===== src/rtl/dmac_regbank_pkg.sv =====
package dmac_regbank_pkg;

    localparam int LANES_PER_WORD = 8;
    localparam int FIELD_BITS     = 4;
    localparam int HI_IE_SHIFT    = 8;
    localparam int ERR_SHIFT      = 8;
    localparam int STATE_BASE     = 16;

    localparam logic [1:0] MODE_OFF    = 2'd0;
    localparam logic [1:0] MODE_CHAIN  = 2'd1;
    localparam logic [1:0] MODE_SINGLE = 2'd2;
    localparam logic [1:0] MODE_RSVD   = 2'd3;

    localparam int W_CTRL_LO   = 0;
    localparam int W_IE        = 2;
    localparam int W_CTRL_HI   = 3;
    localparam int W_STAT_LO   = 4;
    localparam int W_STAT_HI   = 6;
    localparam int W_DESC_BASE = 8;

    typedef enum logic {
        ST_IDLE,
        ST_RESP
    } acc_state_e;

    typedef struct packed {
        logic ctrl_lo;
        logic ie;
        logic ctrl_hi;
        logic stat_lo;
        logic stat_hi;
    } word_sel_t;

endpackage


===== src/rtl/dmac_addr_dec.sv =====
module dmac_addr_dec
    import dmac_regbank_pkg::*;
#(
    parameter int NUM_CH = 12,
    parameter int WORD_W = 6
) (
    input  logic [WORD_W-1:0] word,
    output word_sel_t         sel,
    output logic [NUM_CH-1:0] desc_hit,
    output logic [1:0]        desc_reg
);
    logic [WORD_W-1:0] dofs;
    logic              in_desc;

    assign dofs     = word - WORD_W'(W_DESC_BASE);
    assign in_desc  = (word >= WORD_W'(W_DESC_BASE));
    assign desc_reg = word[1:0];

    always_comb begin
        sel         = '0;
        sel.ctrl_lo = (word == WORD_W'(W_CTRL_LO));
        sel.ie      = (word == WORD_W'(W_IE));
        sel.ctrl_hi = (word == WORD_W'(W_CTRL_HI));
        sel.stat_lo = (word == WORD_W'(W_STAT_LO));
        sel.stat_hi = (word == WORD_W'(W_STAT_HI));
    end

    for (genvar c = 0; c < NUM_CH; c++) begin : g_hit
        assign desc_hit[c] = in_desc && (dofs[WORD_W-1:2] == (WORD_W-2)'(c));
    end
endmodule


===== src/rtl/dmac_chan_ctrl.sv =====
module dmac_chan_ctrl
    import dmac_regbank_pkg::*;
(
    input  logic       clk,
    input  logic       rst_n,
    input  logic       wr_field,
    input  logic [2:0] field,
    input  logic       wr_ie,
    input  logic       ie_bit,
    output logic [1:0] mode,
    output logic       dir,
    output logic       ie
);
    always_ff @(posedge clk) begin
        if (!rst_n) begin
            mode <= MODE_OFF;
            dir  <= 1'b0;
            ie   <= 1'b0;
        end else begin
            if (wr_field) begin
                mode <= (field[1:0] == MODE_RSVD) ? MODE_OFF : field[1:0];
                dir  <= field[2];
            end
            if (wr_ie) begin
                ie <= ie_bit;
            end
        end
    end
endmodule


===== src/rtl/dmac_chan_status.sv =====
module dmac_chan_status (
    input  logic clk,
    input  logic rst_n,
    input  logic clr_irq,
    input  logic clr_err,
    input  logic done,
    input  logic err,
    output logic irq_flag,
    output logic err_flag
);
    always_ff @(posedge clk) begin
        if (!rst_n) begin
            irq_flag <= 1'b0;
            err_flag <= 1'b0;
        end else begin
            irq_flag <= done | err | (irq_flag & ~clr_irq);
            err_flag <= err | (err_flag & ~clr_err);
        end
    end
endmodule


===== src/rtl/dmac_regbank.sv =====
module dmac_regbank
    import dmac_regbank_pkg::*;
#(
    parameter int NUM_CH = 12,
    parameter int ADDR_W = 8
) (
    input  logic                 clk,
    input  logic                 rst_n,
    input  logic                 host_wr,
    input  logic                 host_rd,
    input  logic [ADDR_W-1:0]    host_addr,
    input  logic [31:0]          host_wdata,
    output logic [31:0]          host_rdata,
    output logic                 host_rvalid,
    output logic [NUM_CH-1:0]    desc_wr,
    output logic [NUM_CH-1:0]    desc_rd,
    output logic [1:0]           desc_reg,
    output logic [31:0]          desc_wdata,
    input  logic [32*NUM_CH-1:0] desc_rdata,
    input  logic [NUM_CH-1:0]    ch_done,
    input  logic [NUM_CH-1:0]    ch_err,
    input  logic [2*NUM_CH-1:0]  ch_state,
    output logic [2*NUM_CH-1:0]  ch_mode,
    output logic [NUM_CH-1:0]    ch_dir,
    output logic                 irq
);
    localparam int WORD_W = ADDR_W - 2;

    word_sel_t         sel;
    logic [NUM_CH-1:0] desc_hit;
    logic [NUM_CH-1:0] ie_q;
    logic [NUM_CH-1:0] irq_flag;
    logic [NUM_CH-1:0] err_flag;
    logic              unused_addr_lsb;
    acc_state_e        state_q, state_d;
    logic [31:0]       rdata_q, rd_mux;

    assign unused_addr_lsb = ^host_addr[1:0];

    dmac_addr_dec #(.NUM_CH(NUM_CH), .WORD_W(WORD_W)) u_dec (
        .word     (host_addr[ADDR_W-1:2]),
        .sel      (sel),
        .desc_hit (desc_hit),
        .desc_reg (desc_reg)
    );

    for (genvar c = 0; c < NUM_CH; c++) begin : g_ch
        localparam int  LANE    = c % LANES_PER_WORD;
        localparam int  FBIT    = FIELD_BITS * LANE;
        localparam int  IE_BIT  = (c < LANES_PER_WORD) ? c : c + HI_IE_SHIFT;
        localparam bit  UPPER   = (c >= LANES_PER_WORD);
        logic own_ctrl, own_stat;
        assign own_ctrl = UPPER ? sel.ctrl_hi : sel.ctrl_lo;
        assign own_stat = UPPER ? sel.stat_hi : sel.stat_lo;

        dmac_chan_ctrl u_ctrl (
            .clk      (clk),
            .rst_n    (rst_n),
            .wr_field (host_wr & own_ctrl),
            .field    (host_wdata[FBIT+:3]),
            .wr_ie    (host_wr & sel.ie),
            .ie_bit   (host_wdata[IE_BIT]),
            .mode     (ch_mode[2*c+:2]),
            .dir      (ch_dir[c]),
            .ie       (ie_q[c])
        );

        dmac_chan_status u_stat (
            .clk      (clk),
            .rst_n    (rst_n),
            .clr_irq  (host_wr & own_stat & host_wdata[LANE]),
            .clr_err  (host_wr & own_stat & host_wdata[LANE+ERR_SHIFT]),
            .done     (ch_done[c]),
            .err      (ch_err[c]),
            .irq_flag (irq_flag[c]),
            .err_flag (err_flag[c])
        );
    end

    assign desc_wr    = host_wr ? desc_hit : '0;
    assign desc_rd    = host_rd ? desc_hit : '0;
    assign desc_wdata = host_wdata;
    assign irq        = |(irq_flag & ie_q);

    // Read data selection
    always_comb begin
        logic [31:0] ctrl_lo_w, ctrl_hi_w, ie_w, stat_lo_w, stat_hi_w, desc_w;
        ctrl_lo_w = '0; ctrl_hi_w = '0; ie_w = '0;
        stat_lo_w = '0; stat_hi_w = '0; desc_w = '0;
        for (int c = 0; c < NUM_CH; c++) begin
            if (c < LANES_PER_WORD) begin
                ctrl_lo_w[FIELD_BITS*c +: 3]       = {ch_dir[c], ch_mode[2*c+:2]};
                ie_w[c]                            = ie_q[c];
                stat_lo_w[c]                       = irq_flag[c];
                stat_lo_w[c+ERR_SHIFT]             = err_flag[c];
                stat_lo_w[STATE_BASE+2*c +: 2]     = ch_state[2*c+:2];
            end else begin
                ctrl_hi_w[FIELD_BITS*(c-8) +: 3]   = {ch_dir[c], ch_mode[2*c+:2]};
                ie_w[c+HI_IE_SHIFT]                = ie_q[c];
                stat_hi_w[c-8]                     = irq_flag[c];
                stat_hi_w[c-8+ERR_SHIFT]           = err_flag[c];
                stat_hi_w[STATE_BASE+2*(c-8) +: 2] = ch_state[2*c+:2];
            end
            if (desc_hit[c]) begin
                desc_w = desc_rdata[32*c+:32];
            end
        end
        rd_mux = ({32{sel.ctrl_lo}} & ctrl_lo_w) | ({32{sel.ctrl_hi}} & ctrl_hi_w)
               | ({32{sel.ie}} & ie_w) | ({32{sel.stat_lo}} & stat_lo_w)
               | ({32{sel.stat_hi}} & stat_hi_w) | desc_w;
    end

    // Access machine: state register
    always_ff @(posedge clk) begin
        if (!rst_n) begin
            state_q <= ST_IDLE;
            rdata_q <= '0;
        end else begin
            state_q <= state_d;
            if (host_rd) begin
                rdata_q <= rd_mux;
            end
        end
    end

    // Access machine: next state
    always_comb begin
        state_d = state_q;
        unique case (state_q)
            ST_IDLE: state_d = host_rd ? ST_RESP : ST_IDLE;
            ST_RESP: state_d = host_rd ? ST_RESP : ST_IDLE;
            default: state_d = ST_IDLE;
        endcase
    end

    // Access machine: outputs
    always_comb begin
        host_rvalid = (state_q == ST_RESP);
        host_rdata  = rdata_q;
    end
endmodule


===== config.mk =====
export PLATFORM = sky130hd
export DESIGN_NAME = dmac_regbank
export DESIGN_NICKNAME = d
export VERILOG_FILES = /design/src/rtl/dmac_regbank_pkg.sv /design/src/rtl/dmac_addr_dec.sv /design/src/rtl/dmac_chan_ctrl.sv /design/src/rtl/dmac_chan_status.sv /design/src/rtl/dmac_regbank.sv
export SDC_FILE = /design/constraint.sdc
export NUM_CORES = 1
export LEC_CHECK = 0
export CORE_AREA = 10 10 225 227
export DETAILED_ROUTE_END_ITERATION = 16
export DIE_AREA = 0 0 235 237
export DONT_BUFFER_PORTS = 1
export GPL_ROUTABILITY_DRIVEN = 0
export SLEW_MARGIN = 40
export SYNTH_ARGS = -nofsm -noshare
export SYNTH_HDL_FRONTEND = slang
export SYNTH_SLANG_ARGS = --single-unit

===== constraint.sdc =====
create_clock -name clk -period 5.8 [get_ports clk]
set_input_delay 1.45 -clock clk [delete_from_list [all_inputs] [get_ports clk]]
set_output_delay 1.45 -clock clk [all_outputs]
set_load 0.05 [all_outputs]

==> flow_summary.yaml, run 1 <==
routing:
  vias: 9847
  drt_iter0_markers: 1028
  routedWlPerCell_um: 36.2
  first_pass_iters: 6
  drtAntennaViolNets: 0
  vias_per_cell: 5.95
  wl_um: 59900
  drc: 0
clock_network:
  cts_sinks: 105
  hold_buffers: 0
  root_buffer: "clkbuf_16"
  cts_tree: "done"
  path_clk_slew_ns: 0.08
  htreeDepth: 3
  clock_latency_ns: 0.40
  cts_resized: 0
  postCtsSetupBuffers: 0
  clock_path_buffers: 2
  cts_buffers: 9
die:
  io_pins: 604
  die_h_um: 237
  die_w_um: 235
  row_count: 79
  core-area_um2: 46200
  die-area_um2: 55700
  start_util_pct: 19.3
worst_setup_path:
  r2r_slack_ns: 4.03
  crit_path_end: "desc_rd[1]"
  r2r_cells: 3
  arrival_ns: 3.34
  cp.required_ns: 4.35
  crit_type: "primary input to output port"
  endpoint_kind: "output port"
  reg2reg_from: "g_ch[1].u_ctrl.dir"
  start_kind: "primary input"
  r2r-end: "host_rdata[6]"
  startpoint: "host_addr[5]"
  cp_max_fo: 61
yosys:
  async_flop_share_pct: 0
  synth_cells: 1138
  ys_seq_elements: 105
  synth_nets: 1615
  ys_warn_count: 0
  synth-main-ff-cell: "dfxtp_1"
  synth_area_um2: 8900
  synth-edff-count: 0
  synth.avg_cell_area_um2: 7.82
  ys_types: 72
  yosysSeqAreaShare_pct: 23.6
sta:
  final-setup-viol-count: 0
  holdWs_ns: 0.488
  rsz0062_at_grt: "no"
  drv_slew: 0
  maxSlewHeadroom_pct: 41.6
  clock_skew_ns: 0.00889
  fin_crit_sh_pct: 82.6
  period_minus_slack_ns: 4.79
  max_freq_ghz: 0.209
  tightestPinTransition_ns: 0.868
  fin_ws_ns: 1.01
  report.final.hold_viol_count: 0
  setup_tns_ns: 0
power_and_ir_drop:
  ir_drop_mv: 0.215
  switching_share_pct: 37.3
  p_leak_nw: 3.25
  total_power_mw: 2.02
  pwr-share-comb_pct: 23.9
  power_frac_clock_pct: 33.0
  power.internal_mw: 1.27
  powerDensity_nw_per_um2: 211
  power_switching_mw: 0.755
  p_seq_share_pct: 43.1
final_layout:
  syn2layout_area_growth_pct: 7.83
  stdcell_count: 1656
  fin_util_pct: 20.8
  layout-drive-gt1-share_pct: 12.6
  fin_area_um2: 9600
  nFillCells: 5125
  fin_nets: 1514
global_routing:
  grt_max_degree: 147
  grt_pass1_wl_um: 80900
  grt_usage_pct: 20.1
  overflow: 0
  grt_pass1_vias: 9479
  antenna_found_initial: 13
placement:
  placedInstanceArea_um2: 9270
  place_ws_ns: 1.04
  placed_cells: 1632
  dp_hpwl_um: 49000
  io_buffers: 0
job:
  cap_violations: 0
run_status:
  run_status: "finished clean"
worst_hold_path:
  hp-class: "flip-flop to flip-flop"
## power by group through the flow
stage | logic (mW) | registers [mW] | clock network [mW]
after floorplan | 0.403 | 0.866 | 0
after detailed placement | 0.474 | 0.889 | 0
after global routing | 0.512 | 0.875 | 0.711
final | 0.482 | 0.872 | 0.668
after CTS | 0.476 | 0.872 | 0.689
after global placement | 0.460 | 0.888 | 0
## cells in the mapped netlist, drive strengths merged (23+ instances only)
cell type,count,area (µm²)
nand2,107,404
buf,105,656
dfxtp,105,2100
o21ai,89,449
a21boi,60,450
clkbuf,53,199
a21oi,52,260
nor2,39,154
o22ai,36,225
mux2i,35,350
nand3b,33,248
a221oi,31,272
and3,31,194
mux2,31,349
nor2b,28,175
o21a,26,195
a22oi,23,173
## worst min path at each step
stage	slack [ns]	start	to	cells past startpoint
after global placement	0.46	g_ch[1].u_ctrl.ie	g_ch[1].u_ctrl.ie	2
after floorplan	0.46	g_ch[0].u_ctrl.ie	g_ch[0].u_ctrl.ie	2
after global routing	0.51	g_ch[2].u_ctrl.ie	g_ch[2].u_ctrl.ie	2
final	0.49	g_ch[0].u_ctrl.ie	g_ch[0].u_ctrl.ie	2
after detailed placement	0.47	g_ch[11].u_ctrl.ie	g_ch[11].u_ctrl.ie	2
after CTS	0.48	g_ch[11].u_ctrl.ie	g_ch[11].u_ctrl.ie	2
## cell families (layout without fill, tap and decap cells)
group                      after synthesis  after routing  synth area share (%)
adders and majority gates                1              1                 0.140
muxes                                   67             67                  8.11
AOI/OAI and AO/OA                      480            480                  39.1
and+or+nand+nor                        312            312                  18.6
other                                    0              7                     0
DFF                                    105            105                  23.6
buffers and inverters                  171             75                  10.1
xor gates and xnor gates                 2              2                 0.281
## flip-flops by register name (all words and copies together) (netlist names)
name,cells
host_rdata,32
g_ch.u_ctrl.mode,24
g_ch.u_ctrl.dir,12
g_ch.u_ctrl.ie,12
g_ch.u_stat.err_flag,12
g_ch.u_stat.irq_flag,12
host_rvalid,1
## area by class of cell
class | instances | area, µm² | area share [%]
Clock buffer | 10 | 239 | 2.49
Timing Repair Buffer | 46 | 360 | 3.75
Multi-Input combinational cell | 862 | 6010 | 62.6
Clock inverter | 6 | 63.8 | 0.665
Sequential cell | 105 | 2100 | 21.9
Antenna cell | 7 | 17.5 | 0.182
Tap cell | 607 | 759 | 7.91
Inverter | 13 | 48.8 | 0.508
## cells in the final DEF (no fill, tap or decap), types with 13 or more instances in the layout
cell type	instances
nand3_1	21
a222oi_1	13
a21boi_0	60
nor2b_1	28
a221oi_1	30
a21o_1	13
o22ai_1	36
o21ai_0	84
nand2_1	105
o21a_1	23
a211oi_1	14
buf_4	42
mux2_2	31
nand3b_1	33
dfxtp_1	104
a41o_1	19
a2bb2oi_1	14
a21oi_1	52
a22oi_1	23
o31a_1	13
nor2_1	37
nand2b_1	17
and3_1	30
mux2i_1	35
## routing by layer
layer | global-route usage, % | vias up | routed length [µm]
met3 | 7.26 | 105 | 6630
met2 | 33.0 | 802 | 28200
met4 | 7.70 | 4 | 1890
li1 | - | 4113 | -
met5 | 0 | - | 23
met1 | 23.5 | 4823 | 23100
## critical path: stages
cell	delay, ns
inv_1	0.06
ha_4	0.30
buf_4	0.61
nand3_1	0.41
nor3_2	0.24
buf_4	0.24
No activity file was read; power rests on OpenSTA's default activity.
==> run 2: changes to the inputs <==
--- a/config.mk
+++ b/config.mk
@@ -5,9 +5,10 @@
 export SDC_FILE = /design/constraint.sdc
 export NUM_CORES = 1
 export LEC_CHECK = 0
-export CORE_AREA = 10 10 225 227
+export ABC_AREA = 1
+export CORE_AREA = 10 10 228 230
 export DETAILED_ROUTE_END_ITERATION = 16
-export DIE_AREA = 0 0 235 237
+export DIE_AREA = 0 0 238 240
 export DONT_BUFFER_PORTS = 1
 export GPL_ROUTABILITY_DRIVEN = 0
 export SLEW_MARGIN = 40
==> constraint.sdc (replaced) <==
create_clock -name clk -period 5 [get_ports clk]
set_input_delay 1.25 -clock clk [delete_from_list [all_inputs] [get_ports clk]]
set_output_delay 1.25 -clock clk [all_outputs]
set_load 0.05 [all_outputs]
==> run 2 against run 1 <==
Flip-flop and latch count unchanged. Sequential power up 14%. Clock power increased by 13%. Hold slack got worse by 0.0054 ns.
==> flow_summary.yaml, run 2 <==
run_status:
  run_status: "finished clean"
sta:
  period_minus_slack_ns: 4.52
  tightestPinTransition_ns: 0.828
  maxSlewHeadroom_pct: 44.7
  rsz0062_at_grt: "no"
  setup_tns_ns: 0
  report.final.hold_viol_count: 0
  drv_slew: 0
  fin_crit_sh_pct: 90.4
  holdWs_ns: 0.482
  final-setup-viol-count: 0
  clock_skew_ns: 0.0122
  max_freq_ghz: 0.221
yosys:
  synth_top_area_share_pct: 25.9
  ys_types: 29
  ys_warn_count: 0
  synth-edff-count: 0
  yosysTopAreaCell: "dfxtp_1"
  ys_seq_elements: 105
  synth_cells: 1385
  yosys-top-cells-area: "dfxtp_1 26%, nand2_1 13%, nand4_1 13%, nor2_1 11%, a21oi_1 6.6%"
  synth_nets: 1862
  yosysSeqAreaShare_pct: 25.9
  synth_area_um2: 8130
  async_flop_share_pct: 0
  synth.avg_cell_area_um2: 5.87
  synth.most_common_cell: "nand2_1"
  synth-main-ff-cell: "dfxtp_1"
  synth_top_cells_by_count: "284 x nand2_1, 231 x nor2_1, 163 x nand4_1, 107 x a21oi_1, 105 x dfxtp_1"
global_routing:
  grt_usage_pct: 17.9
  grt_max_degree: 75
  antenna_found_initial: 4
  overflow: 0
  grt_pass1_vias: 9733
  grt_pass1_wl_um: 74300
clock_network:
  htreeDepth: 3
  cts_sinks: 105
  clock_path_buffers: 2
  hold_buffers: 0
  root_buffer: "clkbuf_16"
  clock_latency_ns: 0.39
  cts_tree: "done"
  path_clk_slew_ns: 0.09
  cts_buffers: 9
  cts_resized: 0
  postCtsSetupBuffers: 0
routing:
  first_pass_iters: 8
  drt_iter0_markers: 1039
  drt-met1-wl_um: 20700
  vias: 10079
  vias_per_cell: 5.23
  drtAntennaViolNets: 0
  met2_length_um: 26600
  top_layer: "met4"
  wl_met3_um: 6330
  routedWlPerCell_um: 28.8
  drc: 0
  wl_um: 55400
power_and_ir_drop:
  ir_drop_mv: 0.214
  powerDensity_nw_per_um2: 250
  p_leak_nw: 3.55
final_layout:
  layout-drive-gt1-share_pct: 7.17
  syn2layout_area_growth_pct: 9.82
  fin_nets: 1783
  nFillCells: 5426
  layout_common_cells: "284 x nand2_1, 227 x nor2_1, 163 x nand4_1"
  largest_reg_flops: 32
  layout_commonest_cell: "nand2_1"
worst_setup_path:
  cp.required_ns: 3.75
  cp_max_fo: 32
  arrival_ns: 3.27
  slowest_delay_ns: 0.48
  worst_path_max_delay_cell: "ha_4"
  cp_common_cell: "nor2_1"
  cp_cell_sequence: "inv_2, ha_4, clkinv_1, nor2_1, nand2_1, nor2_1, buf_4"
  endpoint_kind: "output port"
  crit_type: "primary input to output port"
  start_kind: "primary input"
die:
  core-area_um2: 47300
  die_h_um: 240
  io_pins: 604
  row_count: 80
  die-area_um2: 57100
  start_util_pct: 17.2
  die_w_um: 238
job:
  cap_violations: 0
placement:
  dp_hpwl_um: 46300
  io_buffers: 0
worst_hold_path:
  hp-class: "flip-flop to flip-flop"
[run 2: kinds of logic after synthesis]
kind of cell	count (synthesis)	synth area share (%)
AND/OR/NAND/NOR	781	43.4
buffers and inverters	254	14.3
adder cells (fa/ha/maj)	1	0.154
flip-flops	105	25.9
AO/OA/AOI/OAI	244	16.3
[run 2: worst max-delay path, delay by kind of cell]
kind,cells,cell delay [ns]
fa+ha+maj,1,0.48
buf+inv,3,0.67
simple gates,3,0.87
[run 2: layer usage]
layer / up-vias / global-route usage (%)
li1: 4454 / -
met4: 0 / 5.73
met2: 786 / 30.7
met1: 4732 / 20.4
met3: 107 / 6.48
met5: - / 0
[run 2: power by group]
part | internal, mW | switching, mW | total [mW]
Combinational | 0.120 | 0.355 | 0.475
Clock | 0.364 | 0.393 | 0.757
Sequential | 0.875 | 0.120 | 0.995
Total | 1.36 | 0.868 | 2.23
[run 2: through the flow]
| stage | total power, mW | util (%) | std cells | instance area (µm²) | setup slack [ns] |
|---|---|---|---|---|---|
| floorplan | 1.36 | - | 1385 | 8130 | 0.723 |
| global placement | 1.48 | 18.2 | 1910 | 8610 | 0.587 |
| CTS | 2.24 | 18.8 | 1926 | 8920 | 0.549 |
| global route | 2.32 | 18.8 | 1926 | 8920 | 0.353 |
| detailed placement | 1.49 | 18.2 | 1910 | 8610 | 0.556 |
| finish | 2.23 | 18.8 | 1927 | 8920 | 0.478 |
[run 2: final cells by class]
cell class	count	area (µm²)	area share, %
flip-flops and latches	105	2100	23.6
inverters	114	428	4.80
well taps	615	769	8.62
repair buffers	50	400	4.49
diodes	1	2.50	0.0280
clock inverters	7	88.8	0.996
clock buffers	9	225	2.52
multi-input cells	1026	4910	55.0
[run 2: worst paths after layout]
check,from,endpoint,slack [ns],depth (start not counted)
max,host_addr[5],desc_wr[9],0.48,7
min,g_ch[9].u_stat.err_flag,g_ch[9].u_stat.err_flag,0.48,2
max reg2reg,g_ch[8].u_ctrl.mode[0],host_rdata[0],3.44,4
min reg2reg,g_ch[9].u_stat.err_flag,g_ch[9].u_stat.err_flag,0.48,2
==> run 3: changes to the inputs <==
--- a/config.mk
+++ b/config.mk
@@ -6,12 +6,13 @@
 export NUM_CORES = 1
 export LEC_CHECK = 0
 export ABC_AREA = 1
-export CORE_AREA = 10 10 228 230
+export CORE_AREA = 10 10 226 228
 export DETAILED_ROUTE_END_ITERATION = 16
-export DIE_AREA = 0 0 238 240
+export DIE_AREA = 0 0 236 238
 export DONT_BUFFER_PORTS = 1
 export GPL_ROUTABILITY_DRIVEN = 0
-export SLEW_MARGIN = 40
+export SLEW_MARGIN = 15
 export SYNTH_ARGS = -nofsm -noshare
 export SYNTH_HDL_FRONTEND = slang
+export SYNTH_HIERARCHICAL = 1
 export SYNTH_SLANG_ARGS = --single-unit
==> run 3 against run 2 <==
Critical endpoint is now desc_rd[11]. Flip-flop and latch count did not move. Clock power fell by 4.8%. Highest routed layer unchanged. Clock skew rose by 0.0014 ns. Routed wire length fell by 5.0%. Count of clock-buffer cells in the layout rose by 2. First-iteration DRC count fell by 7.2%.
==> flow_summary.yaml, run 3 <==
worst_hold_path:
  whs_endpoint: "g_ch[2].u_stat/err_flag"
  min_from: "g_ch[2].u_stat/err_flag"
  hold_depth: 2
  hp-class: "flip-flop to flip-flop"
sta:
  rsz0062_at_grt: "no"
  setup_tns_ns: 0
  final-setup-viol-count: 0
  fin_ws_ns: 0.993
  tightestPinTransition_ns: 1.03
  max_freq_ghz: 0.250
  report.final.hold_viol_count: 0
  clock_skew_ns: 0.0136
  period_minus_slack_ns: 4.01
  fin_crit_sh_pct: 80.1
  maxSlewHeadroom_pct: 31.0
  holdWs_ns: 0.459
  drv_slew: 0
routing:
  routedWlPerCell_um: 23.5
  drt_iter0_markers: 964
  first_pass_iters: 6
  drc: 0
  vias_per_cell: 4.93
  wl_um: 52600
  vias: 11020
  drtAntennaViolNets: 0
run_status:
  run_status: "finished clean"
yosys:
  synth.most_common_cell: "nand2_1"
  async_flop_share_pct: 0
  synth_nets: 2193
  ys_warn_count: 6
  synth-main-ff-cell: "dfxtp_1"
  synth_top_cells_by_count: "471 x nand2_1, 234 x inv_1, 193 x nor2_1, 155 x a21oi_1, 153 x nand3_1"
  synth_cells: 1716
  yosys-top-cells-area: "dfxtp_1 21%, nand2_1 18%, inv_1 8.7%, a21oi_1 7.7%, nand3_1 7.6%"
  yosysTopAreaCell: "dfxtp_1"
  synth_area_um2: 10100
  synth.avg_cell_area_um2: 5.88
  ys_types: 37
  synth-edff-count: 0
  ys_seq_elements: 105
  yosysSeqAreaShare_pct: 20.8
  synth_top_area_share_pct: 20.8
clock_network:
  cts_sinks: 105
  cts_tree: "done"
  postCtsSetupBuffers: 0
  clock_latency_ns: 0.37
  cts_buffers: 9
  cts_resized: 0
  htreeDepth: 3
  path_clk_slew_ns: 0.07
  root_buffer: "clkbuf_16"
  clock_path_buffers: 2
  hold_buffers: 0
final_layout:
  stdcell_count: 2234
  fin_nets: 2090
  layout-drive-gt1-share_pct: 10.9
  layout_common_cells: "471 x nand2_1, 234 x inv_1, 181 x nor2_1"
  syn2layout_area_growth_pct: 2.27
  largest_reg_flops: 32
  fin_area_um2: 10300
  layout_commonest_cell: "nand2_1"
global_routing:
  grt_pass1_wl_um: 72800
  grt_use_met1_pct: 20.8
  antenna_found_initial: 10
  use_met2_pct: 28.8
  gr-usage-met3_pct: 4.58
  grt_pass1_vias: 10155
  grt_usage_pct: 17.3
  grt_max_degree: 94
  overflow: 0
  busiest_layer: "met2"
die:
  core-area_um2: 46400
  die_w_um: 236
  start_util_pct: 21.8
  die-area_um2: 56200
  die_h_um: 238
  row_count: 79
  io_pins: 604
power_and_ir_drop:
  powerDensity_nw_per_um2: 224
  p_leak_nw: 4.83
  ir_drop_mv: 0.210
worst_setup_path:
  r2r_cells: 4
  worst_path_max_delay_cell: "nor2_4"
  slowest_delay_ns: 0.42
  cp_common_cell: "inv_1"
  endpoint_kind: "output port"
  cp_max_fo: 9
  r2r_slack_ns: 3.23
  start_kind: "primary input"
  r2r-end: "host_rdata[18]"
  reg2reg_from: "g_ch[4].u_ctrl/dir"
  cp.required_ns: 3.75
  crit_type: "primary input to output port"
  arrival_ns: 2.76
  cp_cell_sequence: "inv_1, ha_1, nand3_1, nor2_4, nand2_1, inv_1"
placement:
  placed_cells: 2209
  place_ws_ns: 0.931
  io_buffers: 0
  placedInstanceArea_um2: 10000
  dp_hpwl_um: 43200
job:
  cap_violations: 0
## run 3: changes by cell type after synthesis, sizes merged, moves of 16 or more
cell | previous run | this run
clkbuf | 60 | 44
nand3 | 66 | 175
a22oi | 17 | 0
nor2 | 236 | 193
o21ai | 102 | 80
inv | 112 | 238
a21oi | 107 | 229
nand4 | 163 | 9
nand2 | 286 | 472
## run 3: final cells by class
cell class	instances	area [µm²]
Fill cell	5448	36000
Multi-Input combinational cell	1234	6020
Sequential cell	105	2100
Inverter	239	931
Tap cell	607	759
Clock buffer	11	243
Timing Repair Buffer	24	205
Clock inverter	5	46.3
Antenna cell	9	22.5
## run 3: metrics by stage
step	power, mW	util, %
6_report	2.31	22.3
5_1_grt	2.43	22.3
4_1_cts	2.33	22.2
3_5_place_dp	1.62	21.6
2_1_floorplan	1.51	-
3_3_place_gp	1.61	21.6
## run 3: where the power goes
part,internal [mW],switching [mW]
logic,0.174,0.412
registers,0.877,0.130
clock network,0.361,0.360
total,1.41,0.901
## run 3: how the worst max path moves through the flow
stage	end	startpoint	slack, ns	cells after the start
floorplan	desc_rd[10]	host_addr[5]	0.99	8
global placement	host_rdata[28]	host_addr[5]	0.93	15
detailed placement	host_rdata[28]	host_addr[5]	0.93	15
CTS	desc_rd[8]	host_addr[5]	0.98	6
global route	desc_rd[8]	host_addr[5]	0.82	8
finish	desc_rd[11]	host_addr[6]	0.99	6
## run 3: critical path: cells and delay by family
family                   cells  cell delay (ns)
adder cells (fa/ha/maj)      1             0.32
buffers and inverters        2             0.35
AND/OR/NAND/NOR              3             0.82
## run 3: layer usage
layer	part of all wire (%)	vias to the layer above	wire [µm]
li1	-	5211	-
met1	39	5047	20700
met2	48	698	25200
met3	9.8	64	5130
met4	3.0	0	1590
met5	0	-	0
## run 3: cells by family after synthesis
family | Yosys count | synth area share, %
AO/OA/AOI/OAI | 351 | 21.5
adder cells (fa/ha/maj) | 1 | 0.124
buffers and inverters | 377 | 20.4
flip-flops | 105 | 20.8
AND/OR/NAND/NOR | 882 | 37.1
